$ cat src/rtl/lutcal_pkg.sv
package lutcal_pkg;
  localparam int CORE_W = 1;
  localparam int BAND_W = 9;
  localparam int NDIV_W = 12;

  typedef struct packed {
    logic [CORE_W-1:0] core;
    logic [BAND_W-1:0] band;
    logic [NDIV_W-1:0] ndiv;
  } cal_pt_t;

  typedef enum logic [1:0] {ST_IDLE, ST_SRCH, ST_CALC} lk_state_e;
endpackage

$ cat src/rtl/lut_table.sv
module lut_table
  import lutcal_pkg::*;
#(
  parameter int N_PTS = 32,
  parameter int IDX_W = $clog2(N_PTS)
) (
  input  logic             clk_i,
  input  logic             rst_ni,
  input  logic             wr_en_i,
  input  logic [IDX_W-1:0] wr_addr_i,
  input  cal_pt_t          wr_pt_i,
  input  logic [IDX_W-1:0] a_addr_i,
  output cal_pt_t          a_o,
  input  logic [IDX_W-1:0] b_addr_i,
  output cal_pt_t          b_o,
  input  logic [IDX_W-1:0] c_addr_i,
  output cal_pt_t          c_o
);
  cal_pt_t mem_q [N_PTS];

  for (genvar k = 0; k < N_PTS; k++) begin : g_pt
    always_ff @(posedge clk_i or negedge rst_ni) begin
      if (!rst_ni)                                      mem_q[k] <= '0;
      else if (wr_en_i && wr_addr_i == IDX_W'(k))       mem_q[k] <= wr_pt_i;
    end
  end

  assign a_o = mem_q[a_addr_i];
  assign b_o = mem_q[b_addr_i];
  assign c_o = mem_q[c_addr_i];
endmodule

$ cat src/rtl/band_blend.sv
module band_blend
  import lutcal_pkg::*;
#(
  parameter int P_W = 21
) (
  input  logic [P_W-1:0]    r_i,
  input  logic [P_W-1:0]    p_lo_i,
  input  logic [P_W-1:0]    p_hi_i,
  input  cal_pt_t           lo_i,
  input  cal_pt_t           hi_i,
  input  logic              is_last_i,
  output logic [CORE_W-1:0] core_o,
  output logic [BAND_W-1:0] band_o
);
  localparam int DIV_W = BAND_W + P_W + 2;

  logic              under;
  logic [P_W-1:0]    dr, dh, dp;
  logic              neg;
  logic [BAND_W-1:0] mag, step;
  logic [DIV_W-1:0]  numer, denom;

  always_comb begin
    under = r_i < p_lo_i;
    dr    = r_i - p_lo_i;
    dh    = p_hi_i - r_i;
    dp    = p_hi_i - p_lo_i;
    neg   = hi_i.band < lo_i.band;
    mag   = neg ? (lo_i.band - hi_i.band) : (hi_i.band - lo_i.band);
    // round half away from zero: (2*|d|*dr + dp) / (2*dp)
    numer = ((DIV_W'(mag) * DIV_W'(dr)) << 1) + DIV_W'(dp);
    denom = (dp == '0) ? DIV_W'(1) : (DIV_W'(dp) << 1);
    step  = BAND_W'(numer / denom);

    core_o = lo_i.core;
    band_o = lo_i.band;
    if (under || is_last_i) begin
      core_o = lo_i.core;
      band_o = lo_i.band;
    end else if (lo_i.core != hi_i.core) begin
      if (dr > dh) begin
        core_o = hi_i.core;
        band_o = hi_i.band;
      end
    end else begin
      band_o = neg ? (lo_i.band - step) : (lo_i.band + step);
    end
  end
endmodule

$ cat src/rtl/band_lut_interp.sv
module band_lut_interp
  import lutcal_pkg::*;
#(
  parameter int N_PTS      = 32,
  parameter int FRAC_W     = 8,
  parameter int SCALE_W    = 8,
  parameter int SCALE_FRAC = 7
) (
  input  logic                         clk_i,
  input  logic                         rst_ni,
  input  logic                         wr_en_i,
  input  logic [$clog2(N_PTS)-1:0]     wr_addr_i,
  input  logic [CORE_W-1:0]            wr_core_i,
  input  logic [BAND_W-1:0]            wr_band_i,
  input  logic [NDIV_W-1:0]            wr_n_i,
  input  logic                         req_i,
  input  logic [NDIV_W-1:0]            req_nint_i,
  input  logic [FRAC_W-1:0]            req_frac_i,
  input  logic [SCALE_W-1:0]           scale_i,
  output logic                         busy_o,
  output logic                         done_o,
  output logic [CORE_W-1:0]            core_o,
  output logic [BAND_W-1:0]            band_o
);
  localparam int IDX_W = $clog2(N_PTS);
  localparam int BIT_W = $clog2(IDX_W + 1);
  localparam int SH    = FRAC_W - SCALE_FRAC;
  localparam int P_W   = NDIV_W + SCALE_W + SH;

  function automatic logic [P_W-1:0] scale_pt(input logic [NDIV_W-1:0] n,
                                              input logic [SCALE_W-1:0] s);
    return (P_W'(n) * P_W'(s)) << SH;
  endfunction

  lk_state_e          st_q;
  logic [IDX_W-1:0]   idx_q, cand, hi_idx;
  logic [BIT_W-1:0]   bit_q;
  logic [P_W-1:0]     r_q;
  logic [SCALE_W-1:0] scale_q;
  logic               done_q;
  logic [CORE_W-1:0]  core_q, core_n;
  logic [BAND_W-1:0]  band_q, band_n;
  cal_pt_t            wr_pt, cand_pt, lo_pt, hi_pt;
  logic [P_W-1:0]     p_cand, p_lo, p_hi;

  assign wr_pt  = {wr_core_i, wr_band_i, wr_n_i};
  assign cand   = idx_q | (IDX_W'(1) << bit_q);
  assign hi_idx = idx_q + IDX_W'(1);

  lut_table #(.N_PTS(N_PTS), .IDX_W(IDX_W)) u_table (
    .clk_i    (clk_i),
    .rst_ni   (rst_ni),
    .wr_en_i  (wr_en_i),
    .wr_addr_i(wr_addr_i),
    .wr_pt_i  (wr_pt),
    .a_addr_i (cand),
    .a_o      (cand_pt),
    .b_addr_i (idx_q),
    .b_o      (lo_pt),
    .c_addr_i (hi_idx),
    .c_o      (hi_pt)
  );

  assign p_cand = scale_pt(cand_pt.ndiv, scale_q);
  assign p_lo   = scale_pt(lo_pt.ndiv, scale_q);
  assign p_hi   = scale_pt(hi_pt.ndiv, scale_q);

  band_blend #(.P_W(P_W)) u_blend (
    .r_i      (r_q),
    .p_lo_i   (p_lo),
    .p_hi_i   (p_hi),
    .lo_i     (lo_pt),
    .hi_i     (hi_pt),
    .is_last_i(idx_q == IDX_W'(N_PTS - 1)),
    .core_o   (core_n),
    .band_o   (band_n)
  );

  always_ff @(posedge clk_i or negedge rst_ni) begin
    if (!rst_ni) begin
      st_q    <= ST_IDLE;
      idx_q   <= '0;
      bit_q   <= '0;
      r_q     <= '0;
      scale_q <= '0;
      done_q  <= 1'b0;
      core_q  <= '0;
      band_q  <= '0;
    end else begin
      done_q <= 1'b0;
      unique case (st_q)
        ST_IDLE: if (req_i) begin
          r_q     <= P_W'({req_nint_i, req_frac_i});
          scale_q <= scale_i;
          idx_q   <= '0;
          bit_q   <= BIT_W'(IDX_W - 1);
          st_q    <= ST_SRCH;
        end
        ST_SRCH: begin
          if (p_cand <= r_q) idx_q <= cand;
          if (bit_q == '0) st_q <= ST_CALC;
          else             bit_q <= bit_q - BIT_W'(1);
        end
        ST_CALC: begin
          core_q <= core_n;
          band_q <= band_n;
          done_q <= 1'b1;
          st_q   <= ST_IDLE;
        end
        default: st_q <= ST_IDLE;
      endcase
    end
  end

  assign busy_o = st_q != ST_IDLE;
  assign done_o = done_q;
  assign core_o = core_q;
  assign band_o = band_q;
endmodule

$ cat config.mk
export PLATFORM = sky130hd
export DESIGN_NAME = band_lut_interp
export DESIGN_NICKNAME = d
export VERILOG_FILES = /design/src/rtl/lutcal_pkg.sv /design/src/rtl/lut_table.sv /design/src/rtl/band_blend.sv /design/src/rtl/band_lut_interp.sv
export SDC_FILE = /design/constraint.sdc
export NUM_CORES = 2
export LEC_CHECK = 0
export BUFFER_PORTS_ARGS = -buffer_cell sky130_fd_sc_hd__buf_2
export CORE_ASPECT_RATIO = 0.7
export CORE_MARGIN = 5
export CORE_UTILIZATION = 40
export CTS_BUF_LIST = sky130_fd_sc_hd__clkbuf_8 sky130_fd_sc_hd__clkbuf_16
export CTS_CLUSTER_DIAMETER = 120
export DETAILED_ROUTE_END_ITERATION = 8
export MAX_ROUTING_LAYER = met4
export PLACE_DENSITY = 0.51
export SLEW_MARGIN = 20
export SYNTH_ARGS = -nofsm -noshare
export SYNTH_HDL_FRONTEND = slang
export SYNTH_SLANG_ARGS = --single-unit
$ cat constraint.sdc
create_clock -name clk_i -period 113.2 [get_ports clk_i]
set_input_delay 22.64 -clock clk_i [delete_from_list [all_inputs] [get_ports clk_i]]
set_output_delay 22.64 -clock clk_i [all_outputs]
set_load 0.05 [all_outputs]
; ---- Word level (Yosys, flattened, before mapping)
; Cells that the tools add are included.
[classes]
div_mod_pow = 1
multipliers = 4
n_bitwise = 4
magnitude_cmp = 7
mux = 28
shifts = 1
addsub = 10
n_eq_ne = 39
reduce_logical = 43
[op_table]
columns = operator, n
row1 = binary-select mux 22 bit (select 5 bit), 3
row2 = 2-to-1 mux 22 bit, 5
row3 = == test 5 bit (second input constant), 17
row4 = multiplier 12 x 8 -> 20 bit, 3
row5 = 2-to-1 mux 9 bit, 5
row6 = == test 5 x 4 -> 1 bit (second input constant), 8
row7 = adder 31 x 21 -> 32 bit, 1
row8 = divider 32 x 32 -> 32 bit, 1
row9 = logical AND 1 bit, 32
row10 = multiplier 9 x 21 -> 30 bit, 1
row11 = subtractor 9 bit, 3
row12 = 2-to-1 mux 12 bit, 2
row13 = greater-than comparator 21 bit, 1
row14 = less-or-equal comparator 21 x 20 -> 1 bit, 1
row15 = logical NOT 21 bit, 1
row16 = < comparator 20 x 21 -> 1 bit, 1
row17 = subtractor 20 x 21 -> 21 bit, 1
row18 = subtractor 21 x 20 -> 21 bit, 1
row19 = subtractor 21 bit, 1
row20 = == test 5 x 3 -> 1 bit (second input constant), 4
row21 = >= comparator 6 bit (second input constant), 3
row22 = NOT 5 -> 6 bit, 3
row23 = == test 5 x 2 -> 1 bit (second input constant), 2
row24 = 2-to-1 mux 5 bit, 2
row25 = other kinds (24), 35
[totals]
output_inout_bits = 12
reg_bits = 753

; ---- Depth between registers and ports, before layout
[depth]
word_depth = 14
ltp_mapped = 504

; ---- By module
; A second synthesis with hierarchy kept.
[unflattened]
cells_unflattened = 10536
area_unflattened_um2 = 93500.9
[by_module_without_submodules]
columns = mod, area_each_um2, cells_per_inst, n_inst, seq_area_each_um2
row1 = lut_table, 44401.3, 3925, 1, 17616.9
row2 = band_blend, 37633.6, 5291, 1, 0.0
row3 = band_lut_interp, 11466.0, 1320, 1, 1226.2

; ---- Least setup slack after synthesis
; OpenSTA, ideal clock, no wires.
[synth_timing]
path_kind = flip-flop to flip-flop
from = reg idx_q[0]
to = reg band_q[8], in the netlist band_o[8]
path_buffers = 59
path_stages_with_launch = 469
required_ns = 113.123
path_slack_ns = 23.473
arrival_time_ns = 89.649
setup_ns = 0.077
cell_sequence = dfrtp_1 > clkbuf_1 > clkbuf_1 > clkbuf_1 > buf_1 > clkbuf_1 > clkbuf_1 > mux2i_1 > o221ai_1 > a21oi_1 > nor3_1 > nor2_1 > nor2b_1 > fa_1 > inv_1 > fa_1 > inv_1 > fa_1 > (+433 left out) > and3_1 > ha_1 > nor2_1 > xnor2_1 > ha_1 > nor2b_1 > o21ai_0 > nand2b_1 > a21oi_1 > o21bai_1 > a21o_1 > a21oi_1 > xnor2_1 > xnor2_1 > xnor2_1 > a22oi_1 > o22a_1 > a21oi_1
[synth_between]
elab_chain_len = 14
[synth_rtl]
columns = item, line
row1 = start: declaration, band_lut_interp.sv:36  ; logic [IDX_W-1:0] idx_q, cand, hi_idx;
row2 = start signal: assignment, band_lut_interp.sv:100  ; if (p_cand <= r_q) idx_q <= cand;
row3 = "parallel branches: the longest is 13 deep, another holds adder 31 x 21 -> 32 bit", n/a
row4 = 2-to-1 mux 9 bit *, band_blend.sv:37  ; if (under || is_last_i) begin
row5 = end signal: assignment, band_lut_interp.sv:106  ; band_q <= band_n;
row6 = end: declaration, band_lut_interp.sv:42  ; logic [BAND_W-1:0] band_q, band_n;
; Mark *: on every way between the ends. The select of a mux whose other input is x is not followed.
; A chain may end at the register's enable or synchronous reset.

; ---- Worst setup path in the final report
; Ends and elaborated chain as after synthesis.

==> run summary <==
Status -> complete, no violations
Gr usage total -> 0.2999
Fmax -> 9.593 MHz
Yosys cell types -> 116
Post-synth ARST share -> 1.000
DRT antenna net count -> 0
Post-CTS Resized -> 0
Post-DR wirelength/cell -> 27.85 um
Drt pass-1 iters -> 8
Remaining Overflow, GRT -> 0
# Max-Cap Violations -> 0
Met1 GRT Util -> 0.4591
Crit path max-delay family -> compound AO/OA/AOI/OAI gates
Most used DFF post-synth -> dfrtp_1
Count leader, synth -> mux2_2
Worst R2R Start -> idx_q[0]
Post-CTS setup buffers -> 0
Critical path class -> flip-flop to flip-flop
Initial DRC count -> 9030
First-pass GRT wire length -> 531000 um
Most frequent CP cell -> a21oi_1
Yosys warning count -> 0
Skew final -> 59.68 ps
Post-Synth Adder-Cell Area -> 0.1724
Slew @ Worst Pin -> 1204 ps
Post-synthesis simple-gate area fraction -> 0.1413
Mux contribution to synthesized area -> 0.2223
CTS Root Cell -> clkbuf_16
Period utilisation layout -> 0.9209
RR Endpoint -> band_o[8]
Vias in the first global route -> 77.51k
Worst-skew pair later-pin latency -> 710 ps
Die Y -> 412.4 um
Synth area leader -> dfrtp_1
Area Overhead vs Synth -> 7.682%
Crit-path max FO -> 59
Hold-fix buffers, CTS -> 0
Synth area leaders -> dfrtp_1 20%, ha_1 10%, mux2_2 9.9%
Initial antenna violation count -> 49
Area fraction in compound gates after synthesis -> 0.1649
Worst hold stages -> 1
Layout cells sized above 1 -> 0.1849
Die area -> 241200 um^2
GRT busiest layer -> met1
Levels on crit path -> 417
Cell at the slowest stage of the critical path -> dfrtp_4
Maximum level of the CTS H-tree -> 3
Number of buffers created by CTS -> 80
Mapped Nets -> 11.05k
Met2 Track Usage GR -> 0.4010
Fin nets -> 10.90k
Post-Synth XOR/XNOR Area -> 0.05061
Most frequent cells after synthesis -> 811 x mux2_2, 791 x nand2_1, 759 x ha_1
Max Slew Vio Count -> 0
Buf/Inv on CP -> 23
CP endpoint kind -> flip-flop
Mapped Cells -> 9914
Reg2Reg Depth -> 417
Hold_sp -> core_o
Sequential cell area fraction in the yosys report -> 0.2036
Main combinational cell family by area after synthesis -> multiplexers
#FFs+latches synth -> 753
Final min period -> 104240 ps
GR Layer Usage met3 -> 0.06107
I/O pin total -> 71
RSZ-0062 raised after global routing -> no
Max Root-Sink Buffers -> 3
Clk slew on worst S/H paths -> 70 ps
Detail Placement HPWL -> 264700 um
Die Wd -> 584.9 um
Fin Setup TNS -> 0 ps
Worst slew margin -> 0.1918
Worst Path Required -> 113780 ps
Hold EP -> core_o
Reg2Reg Setup Slack -> 8960 ps
Core box area -> 229700 um^2
Synth Area per Inst -> 9.333 um^2
Final setup vio count -> 0
CTS tree -> yes
Largest net degree at the start of global routing -> 163
Total number of vias -> 81.15k
WL final -> 359400 um
Clock sinks -> 753
Max stage delay on crit path -> 1060 ps
EDFF count, synth -> 0
Rows -> 147
Number of I/O port buffers -> 70
Initial Util -> 0.4028
DR DRC count -> 0
Mapped Area -> 92530 um^2
Startpoint types -> flip-flop
Hold crit path type -> flip-flop to flip-flop
Top-area cell type share of the netlist area -> 0.2036
Final hold vios -> 0
Worst EP arrival -> 104820 ps
Vias per cell -> 6.290
GPL Wtd Cong -> 0.9610
-- how the worst max path moves through the flow --
stage              from        end  slack (ps)
6_report       idx_q[0]  band_o[8]        8960
5_1_grt        idx_q[0]  band_o[8]        1700
4_1_cts        idx_q[0]  band_o[8]       10650
3_5_place_dp   idx_q[0]  band_o[8]       11160
3_3_place_gp   idx_q[0]  band_o[8]       12140
2_1_floorplan  idx_q[0]  band_o[8]       23470
-- sequential cells by signal, summed over array words and instances, names as in the netlist, 2 cells and up --
name           count
r_q               20
band_o             9
st_q               2
bit_q              3
u_table.mem_q    704
idx_q              5
scale_q            8
-- routing by layer --
metal,up-vias,part of all wire
met5,-,0
met4,0,0.026
met3,463,0.093
met2,3612,0.39
met1,41010,0.49
li1,36060,-
-- cells in the final DEF (no fill, tap or decap), types with 63 or more instances in the layout --
cell	Yosys	routed
a21o_1	312	310
mux2_2	811	811
o21ai_0	377	377
o21a_1	112	112
mux4_2	405	405
a31oi_1	67	65
buf_2	11	69
inv_1	601	604
nor2b_1	247	244
nand2_1	791	779
ha_1	759	756
and3_1	74	74
a21oi_1	717	712
mux2i_1	223	221
xnor2_1	330	322
clkbuf_16	0	81
nand3_1	186	186
a211oi_1	64	63
dfrtp_1	753	749
fa_1	321	321
buf_4	1	181
o31ai_1	64	64
o21bai_1	97	97
nor3_1	181	177
xor2_1	201	197
nor2_1	601	586
and2_1	69	68
o221ai_1	99	99
nand2b_1	228	225
nand4_1	97	97
-- worst reg2reg max path, delay by kind of cell (launching register included) --
| kind | cells | cell delay (ps) |
|---|---|---|
| compound gates | 193 | 45260 |
| buf+inv | 23 | 6270 |
| simple gates | 129 | 26490 |
| mux | 13 | 4640 |
| fa+ha+maj | 47 | 17830 |
| xor+xnor | 12 | 2550 |
| flops | 1 | 1060 |
-- per-stage QoR --
stage	std cells	util	hold slack [ps]	cell area, um^2	setup slack [ps]
5_1_grt	12890	0.4336	515.1	99610	1704
6_report	12900	0.4337	505.5	99640	8957
3_5_place_dp	12730	0.4211	492.8	96750	11160
3_3_place_gp	12730	0.4211	475.8	96730	12140
4_1_cts	12880	0.4334	506.0	99570	10650
2_1_floorplan	9914	-	491.1	92530	23470
-- logic make-up (layout without fill, tap and decap cells) --
kind of cell / after synthesis / count (layout)
compound gates: 2321 / 2321
xor+xnor: 533 / 533
mux: 1445 / 1445
buf+inv: 1101 / 1013
simple gates: 2678 / 2678
other cells: 0 / 22
fa+ha+maj: 1083 / 1083
flops: 753 / 753
-- final cells by class --
class                   count  area [um^2]
multi-input cells        8060        69980
flip-flops and latches    753        18850
repair buffers            257         1822
diodes                     22        55.05
well taps                3054         3821
clock buffers             101         2302
fillers                 22260       130100
clock inverters            47        520.5
inverters                 608         2282
Power is left out: the tool's default activity adds up to more than one toggle a clock period on the data nets, which glitch-free logic cannot reach.
